## src/rtl/dbf_pkg.sv

```systemverilog
package dbf_pkg;
  // Control word layout (fields decoded by the filter cell)
  localparam int CTRL_W   = 9;
  localparam int EN_BIT   = 8;
  localparam int RATE_LSB = 5;
  localparam int RATE_W   = 3;
  localparam int WIN_MAX  = 1 << ((1 << RATE_W) - 1);
  localparam int CNT_W    = $clog2(WIN_MAX + 1);

  typedef logic [RATE_W-1:0] rate_t;
  typedef logic [CNT_W-1:0]  cnt_t;

  function automatic logic ctrl_en(input logic [CTRL_W-1:0] w);
    return w[EN_BIT];
  endfunction

  function automatic rate_t ctrl_rate(input logic [CTRL_W-1:0] w);
    return w[RATE_LSB +: RATE_W];
  endfunction

  // Window length in ticks for a rate code: 2^code
  function automatic cnt_t win_ticks(input rate_t code);
    return cnt_t'(1) << code;
  endfunction
endpackage

```

## src/rtl/dbf_sync.sv

```systemverilog
module dbf_sync #(
  parameter int WIDTH  = 4,
  parameter int STAGES = 2
) (
  input  logic             clk,
  input  logic             rst_n,
  input  logic [WIDTH-1:0] d_i,
  output logic [WIDTH-1:0] q_o
);
  logic [WIDTH-1:0] stage_q [STAGES];

  always_ff @(posedge clk) begin
    if (!rst_n) begin
      for (int s = 0; s < STAGES; s++) stage_q[s] <= '0;
    end else begin
      stage_q[0] <= d_i;
      for (int s = 1; s < STAGES; s++) stage_q[s] <= stage_q[s-1];
    end
  end

  assign q_o = stage_q[STAGES-1];
endmodule

```

## src/rtl/dbf_cell.sv

```systemverilog
module dbf_cell
  import dbf_pkg::*;
(
  input  logic              clk,
  input  logic              rst_n,
  input  logic              tick_i,
  input  logic              sync_i,
  input  logic [CTRL_W-1:0] ctrl_i,
  output logic              filt_o
);
  logic               en;
  rate_t              rate;
  cnt_t               win;
  logic [RATE_W:0]    cfg_q;
  logic               cfg_change;
  logic               differs;
  logic               hit;
  cnt_t               cnt_q;
  logic               filt_q;
  logic               live_q;

  assign en         = ctrl_en(ctrl_i);
  assign rate       = ctrl_rate(ctrl_i);
  assign win        = win_ticks(rate);
  assign cfg_change = ({en, rate} != cfg_q);
  assign differs    = (sync_i != filt_q);
  assign hit        = (cnt_q == win - cnt_t'(1));

  always_ff @(posedge clk) begin
    if (!rst_n) begin
      cfg_q  <= '0;
      cnt_q  <= '0;
      filt_q <= 1'b0;
      live_q <= 1'b0;
    end else begin
      cfg_q  <= {en, rate};
      live_q <= 1'b1;
      if (!en) begin
        filt_q <= sync_i;
        cnt_q  <= '0;
      end else if (!differs || cfg_change) begin
        cnt_q <= '0;
      end else if (tick_i) begin
        if (hit) begin
          filt_q <= sync_i;
          cnt_q  <= '0;
        end else begin
          cnt_q <= cnt_q + cnt_t'(1);
        end
      end
    end
  end

  assign filt_o = filt_q;

  // Count stays inside the programmed window
  assert_window_bound_R3: assert property (@(posedge clk) disable iff (!rst_n)
    (live_q && en && !cfg_change) |-> (cnt_q < win));

  // Enabled filter holds its output on tick-free cycles
  assert_hold_no_tick_R10: assert property (@(posedge clk) disable iff (!rst_n)
    (live_q && en && !tick_i) |=> $stable(filt_q));

  // Disabled filter follows the synchronized level one clock later
  assert_bypass_R5: assert property (@(posedge clk) disable iff (!rst_n)
    (live_q && !en) |=> (filt_q == $past(sync_i)));

  // A configuration edit clears the count
  assert_restart_R6: assert property (@(posedge clk) disable iff (!rst_n)
    (live_q && cfg_change) |=> (cnt_q == '0));
endmodule

```

## src/rtl/pin_debounce.sv

```systemverilog
module pin_debounce
  import dbf_pkg::*;
#(
  parameter int NUM_PINS = 4
) (
  input  logic                       clk,
  input  logic                       rst_n,
  input  logic                       ms_tick,
  input  logic [NUM_PINS-1:0]        pin_raw,
  input  logic [NUM_PINS*CTRL_W-1:0] pin_ctrl,
  output logic [NUM_PINS-1:0]        pin_filt
);
  logic [NUM_PINS-1:0] pin_sync;

  dbf_sync #(.WIDTH(NUM_PINS), .STAGES(2)) u_sync (
    .clk   (clk),
    .rst_n (rst_n),
    .d_i   (pin_raw),
    .q_o   (pin_sync)
  );

  for (genvar p = 0; p < NUM_PINS; p++) begin : g_pin
    dbf_cell u_cell (
      .clk    (clk),
      .rst_n  (rst_n),
      .tick_i (ms_tick),
      .sync_i (pin_sync[p]),
      .ctrl_i (pin_ctrl[p*CTRL_W +: CTRL_W]),
      .filt_o (pin_filt[p])
    );
  end

  // Reset leaves output and synchronized level equal
  always @(posedge clk) begin
    if (!rst_n) begin
      assert_reset_equal_R8: assert (pin_filt == pin_sync || $isunknown(pin_filt));
    end
  end
endmodule

```

## config.mk

```make
export PLATFORM = sky130hd
export DESIGN_NAME = pin_debounce
export DESIGN_NICKNAME = d
export VERILOG_FILES = /design/src/rtl/dbf_pkg.sv /design/src/rtl/dbf_sync.sv /design/src/rtl/dbf_cell.sv /design/src/rtl/pin_debounce.sv
export SDC_FILE = /design/constraint.sdc
export NUM_CORES = 1
export LEC_CHECK = 0
export BUFFER_PORTS_ARGS = -buffer_cell sky130_fd_sc_hd__buf_4
export CAP_MARGIN = 5
export CORE_ASPECT_RATIO = 0.5
export CORE_MARGIN = 5
export CORE_UTILIZATION = 55
export DETAILED_ROUTE_END_ITERATION = 10
export PLACE_DENSITY = 0.77
export SYNTH_ARGS = -nofsm -noshare
export SYNTH_HDL_FRONTEND = slang
export SYNTH_SLANG_ARGS = --single-unit
```

## constraint.sdc

```tcl
create_clock -name clk -period 2 [get_ports clk]
set_input_delay 0.4 -clock clk [delete_from_list [all_inputs] [get_ports clk]]
set_output_delay 0.4 -clock clk [all_outputs]
set_load 0.005 [all_outputs]
```

==> metrics.txt, run 1 <==
status finished, final reports clean; element type at the critical path end flop; Final Wtd Congestion around 0.85; MaxCap Viol Count 0; top-count cell post-synth dfxtp_1; minimum clock period around 1.8 ns; Die X between 100 and 150 um; peak supply drop 0.598 mV; syn nets 416; layout cells sized above 1 0.148; DRT Pass-1 Iters 4; Max Buffers Root-to-Sink 2; sequential share of power 0.399; crit-path max cell delay around 0.51 ns; Final nets 434; gr ovfl total 0; Layout area overhead 15.4%; fin crit share 0.903; CTS tree built; number of global-route vias before repair ~2300; Post-Place Cells 449; met2 wire len 2900 um; CTS sink cnt 60; FF/Latch Area approximately 1200 sq um; Comb pwr share 0.077; R2R setup slack between 0.15 and 0.2 ns; footprint of the multi-input gates between 1500 and 2000 sq um; Clock transition at path regs around 0.050 ns; root buf cell clkbuf_16; Post-synth EDFFs 0; Slew HR 0.605; final hold vios 0; top_reg_cell synth dfxtp_1; RSZ-0062 raised after global routing no; Max Used Layer met4; CP max FO 8; crit path kind reg2reg; Distinct cells, synth slightly below 50; Seq cells post-synth 60; clock skew 0.00397 ns; H-tree lvl count 3; Yosys warnings 0; Initial Utilization 0.578; CP most frequent cell nor2_1; top cell type's share of synthesized area 0.372; Pwr Density roughly 840 nW/um^2; Syn Area/Cell 8.74 sq um; P_sw 0.000653 W; WL met3 roughly 320 um; final non-filler cell total 465; Setup TNS Final 0 ns; Post-Route WL a little under 6000 um; # diodes 0; Total GRT Usage 0.166; leakage between 1 and 1.5 nW; CTS Hold Buffers Added 0; Max Slew Vio Count 0; Critical Path, Cell by Cell or4_1 > o22ai_1 > nor2_1 > o311ai_4 > nor2_1; Post-Syn Area ~3200 sq um; io pins 47; Die ar. approximately 7600 sq um; 1st-iter DRT viols between 100 and 150; hold crit path type in2reg; Worst EP required 2.19 ns; final core occ 0.667; post-CTS setup buffers 0; Max Freq around 550 MHz; # DRC 0; Metal-1 WL roughly 2700 um; Worst Setup Start Kind flop; remaining antenna violation count 0; average wire per standard cell 12.8 um; internal power roughly 0.0025 W; CP Data Arrival Time 2.00 ns; DR vias 2499; commonest cells in the netlist 60 x dfxtp_1, 47 x nor2_1, 37 x xnor2_1; IO buf count 26; Die Height roughly 64 um; CTS resizes 0; switch share 0.210; post-detail-place hpwl 4140 um; TritonCTS buffer count 9; initial antenna violation count 0; worst slew pin tran approximately 0.6 ns; Clk pwr share 0.524; Row Count 19; vias per inst between 5 and 6; clock latency on the worst-skew pair approximately 0.33 ns; fillers roughly 430; CP max-delay cell or4_1; Yosys top cell by area dfxtp_1; global-route wire length before repair between 10000 and 15000 um; core area about 5600 sq um; Final setup viols 0; post-synthesis sequential area ratio 0.372; Post-Syn Instances approximately 370; largest net degree at the start of global routing 37; FFs w/ async S/R, synth 0; Area contributors post-synth dfxtp_1 37%, xnor2_1 10%, xor2_1 5.7%
==> flip-flops by register name (all words and copies together), names as in the netlist <==
name and count:
u_sync.stage_q 8, g_pin.u_cell.cnt_q 32, g_pin.u_cell.filt_o 4, g_pin.u_cell.cfg_q 16
==> metrics by stage <==
stage	area, sq um	total power, W	setup slack (ns)	hold slack, ns
6_report	3720	0.00311	0.194	0.279
5_1_grt	3720	0.00324	0.0547	0.271
4_1_cts	3720	0.00314	0.183	0.267
3_5_place_dp	3410	0.00150	-0.0291	0.420
3_3_place_gp	3410	0.00149	0.0248	0.414
2_1_floorplan	3230	0.00144	0.152	0.412
==> cells in the final DEF, fill, tap and decap left out, types with 6 or more instances in the layout <==
master,Yosys,final
a21oi_1,8,8
and2_1,22,22
and3_1,8,8
buf_4,4,30
clkbuf_16,0,9
dfxtp_1,60,60
inv_1,6,6
nand2_1,25,25
nand3_1,11,11
nand3b_1,9,9
nand4_1,14,14
nor2_1,47,47
nor3_1,8,8
o21ai_0,11,11
or3_1,6,6
xnor2_1,37,37
xor2_1,21,21
==> layer usage <==
metal	vias to the layer above	track usage
met1	1150	0.182
met3	8	0.0758
met4	0	0.0587
met5	-	0
met2	42	0.287
li1	1299	-
==> cells by family after synthesis <==
logic type / Yosys count / share of synthesized area
compound gates: 45 / 0.112
flops: 60 / 0.372
buf+inv: 29 / 0.0496
simple gates: 169 / 0.281
xor+xnor: 58 / 0.157
fa+ha+maj: 4 / 0.0155
mux: 4 / 0.0124
==> critical path: cells and delay by family, from the launching register on <==
family	cells	cell delay, ns
compound gates	2	0.64
flops	1	0.31
simple gates	3	0.72
==> final timing paths <==
path	from	endpoint	cells after the start
worst max-delay path	g_pin[0].u_cell.cnt_q[4]$_SDFFE_PP0P_	g_pin[0].u_cell.cnt_q[1]$_SDFFE_PP0P_	5
worst min register to register	u_sync.stage_q[0][3]$_SDFF_PN0_	u_sync.stage_q[0][7]$_SDFF_PN0_	1
worst min-delay path	pin_raw[0]	u_sync.stage_q[0][0]$_SDFF_PN0_	2
worst max register to register	g_pin[0].u_cell.cnt_q[4]$_SDFFE_PP0P_	g_pin[0].u_cell.cnt_q[1]$_SDFFE_PP0P_	5
==> area by class of cell <==
cell class / count / area share
clock buffers: 11 / 0.0652
clock inverters: 5 / 0.0202
inverters: 6 / 0.00605
multi-input cells: 280 / 0.501
flip-flops and latches: 60 / 0.323
well taps: 73 / 0.0245
repair buffers: 30 / 0.0605
==> power groups by stage <==
stage	sequential [W]	clock, W	combinational [W]
after floorplan	0.00126	0	0.000177
after global placement	0.00126	0	0.000229
after detailed placement	0.00126	0	0.000236
after CTS	0.00124	0.00166	0.000239
after global routing	0.00124	0.00173	0.000265
final	0.00124	0.00163	0.000238
Power figures use the tool's default switching activity.
==> run 2, diff against run 1 <==
--- a/config.mk
+++ b/config.mk
@@ -14,4 +14,5 @@
 export PLACE_DENSITY = 0.77
 export SYNTH_ARGS = -nofsm -noshare
 export SYNTH_HDL_FRONTEND = slang
+export SYNTH_HIERARCHICAL = 1
 export SYNTH_SLANG_ARGS = --single-unit
==> metrics.txt, run 2 <==
minimum clock period about 1.9 ns; Syn Area/Cell 9.39 sq um; Total GRT Usage 0.178; TritonCTS buffer count 9; clock skew around 0.0041 ns; Yosys warnings 6; fin crit share 0.930; commonest cells in the netlist 60 x dfxtp_1, 44 x nor2_1, 36 x xnor2_1; post-detail-place hpwl between 4000 and 5000 um; crit-path max cell delay around 0.53 ns; peak supply drop 0.864 mV; Worst EP required between 2 and 2.5 ns; RSZ-0062 raised after global routing no; Critical Path, Cell by Cell or4_4 > o21ai_2 > a31oi_2 > o41ai_2 > mux2i_1; Clock transition at path regs around 0.060 ns; layout cells sized above 1 0.202; post-synthesis sequential area ratio 0.376; CP max FO 2; H-tree lvl count 3; final hold vios 0; Layout area overhead 18.8%; vias per inst ~5.5; Yosys top cell by area dfxtp_1; CP max-delay cell or4_4; core area approximately 5600 sq um; Worst Setup Start Kind flop; Slew HR 0.694; Max Slew Vio Count 0; Synth Area in XOR/XNOR 0.165; Die X about 120 um; post-synthesis mux area share 0.0251; GR Util met3 0.0661; DRT Pass-1 Iters 4; Final Wtd Congestion roughly 0.84; Initial Utilization 0.574; initial antenna violation count 0; Post-Route WL between 6000 and 7000 um; Seq cells post-synth 60; gr ovfl total 0; CTS tree built; average wire per standard cell between 10 and 15 um; root buf cell clkbuf_16; Area contributors post-synth dfxtp_1 38%, xnor2_1 9.9%, xor2_1 6.6%; status finished, final reports clean; Adder-Cell Fraction of Synth Area 0.0157; CP Data Arrival Time 2.10 ns; CTS resizes 0; number of global-route vias before repair 2531; most common cell after layout, fill and taps aside dfxtp_1; hold crit path type in2reg; crit path kind reg2reg; post-CTS setup buffers 0; Max Buffers Root-to-Sink 2; Pwr Density 867 nW/um^2; CTS sink cnt 60; top-count cell post-synth dfxtp_1; Final nets between 400 and 500; main combinational cell family by area after synthesis simple AND/OR/NAND/NOR gates; Row Count 19; Post-Synth Simple-Gate Area 0.213; gr busiest metal met2; Max Freq between 500 and 600 MHz; worst slew pin tran 0.459 ns; met1 Use GR 0.198; GR met2 Demand/Resource 0.316; post-synthesis compound-gate area fraction 0.157; largest net degree at the start of global routing 21; # DRC 0; clock latency on the worst-skew pair between 0.3 and 0.4 ns; total power around 0.0033 W; footprint of the multi-input gates 1840 sq um; Setup TNS Final 0 ns; FF/Latch Area 1200 sq um; Post-Syn Instances 340; Die Height 63.9 um; Post-synth EDFFs 0; DR vias between 2000 and 2500; top_reg_cell synth dfxtp_1; # diodes 0; io pins 47; remaining antenna violation count 0; Distinct cells, synth 32; IO buf count 26; max reg flops 32; top cell type's share of synthesized area 0.376; element type at the critical path end flop; leakage between 1 and 1.5 nW; FFs w/ async S/R, synth 0; Biggest register g_pin.u_cell/cnt_q; 1st-iter DRT viols approximately 150; Post-Syn Area 3190 sq um; MaxCap Viol Count 0; fillers approximately 420; most frequent cells in the layout 60 x dfxtp_1, 44 x nor2_1, 40 x buf_4; syn nets 387; CTS Hold Buffers Added 0; biggest registers after layout g_pin.u_cell/cnt_q x32, g_pin.u_cell/cfg_q x16, u_sync/stage_q x8; global-route wire length before repair between 10000 and 15000 um; Final setup viols 0; Die ar. 7520 sq um
## run 2: cell types whose count changed in the layout (fill, tap and decap cells not counted), moves of 8 or more
cell / previous run / this run
and3_1: 8 / 0
nand3b_1: 9 / 0
o21ai_0: 11 / 0
buf_4: 30 / 40
## run 2: cell families after synthesis
logic type	Yosys count
buffers and inverters	24
xor gates and xnor gates	60
adders and majority gates	4
muxes	8
DFF	60
AOI/OAI and AO/OA	48
and+or+nand+nor	136
## run 2: final timing paths
| check | start | depth (start not counted) | end | slack (ns) |
|---|---|---|---|---|
| worst max-delay path | g_pin[0].u_cell/cnt_q[0]$_SDFFE_PP0P_ | 5 | g_pin[0].u_cell/filt_o$_SDFFE_PN0P_ | 0.14 |
| worst min-delay path | pin_raw[2] | 2 | u_sync/stage_q[0][2]$_SDFF_PN0_ | 0.28 |
| worst max register to register | g_pin[0].u_cell/cnt_q[0]$_SDFFE_PP0P_ | 5 | g_pin[0].u_cell/filt_o$_SDFFE_PN0P_ | 0.14 |
| worst min register to register | u_sync/stage_q[0][1]$_SDFF_PN0_ | 1 | u_sync/stage_q[0][5]$_SDFF_PN0_ | 0.43 |
## run 2: through the flow
| step | util | setup WS (ns) | std cells | cell area [sq um] | hold slack, ns |
|---|---|---|---|---|---|
| global route | 0.682 | 0.0409 | 449 | 3790 | 0.288 |
| floorplan | - | 0.185 | 340 | 3190 | 0.406 |
| CTS | 0.682 | 0.108 | 449 | 3790 | 0.278 |
| finish | 0.682 | 0.141 | 449 | 3790 | 0.282 |
| global placement | 0.619 | 0.0591 | 433 | 3440 | 0.416 |
| detailed placement | 0.619 | 0.0118 | 433 | 3440 | 0.428 |
## run 2: critical path: cells and delay by family, from the launching register on
family / cells / cell delay, ns
flip-flops: 1 / 0.31
AND/OR/NAND/NOR: 1 / 0.53
multiplexers: 1 / 0.26
AO/OA/AOI/OAI: 3 / 0.68
## run 2: cell type report
cell class	count	area share
Multi-Input combinational cell	256	0.484
Sequential cell	60	0.317
Timing Repair Buffer	40	0.0792
Clock buffer	9	0.0594
Clock inverter	7	0.0323
Tap cell	73	0.0241
Inverter	4	0.00396
## run 2: per-layer routing
layer  vias to the layer above  share of wire  routed length (um)
met1                      1198           0.45                2910
met4                         0          0.011                  70
met2                        46           0.50                3210
met5                         -              0                   0
met3                         8          0.036                 233
li1                       1236              -                   -
## run 2: power by group
group | total [W] | leakage [nW] | internal (W) | switching [W]
combinational | 0.000250 | 0.773 | 0.000120 | 0.000130
sequential | 0.00123 | 0.490 | 0.00122 | 0.0000120
clock | 0.00180 | 0.163 | 0.00122 | 0.000577
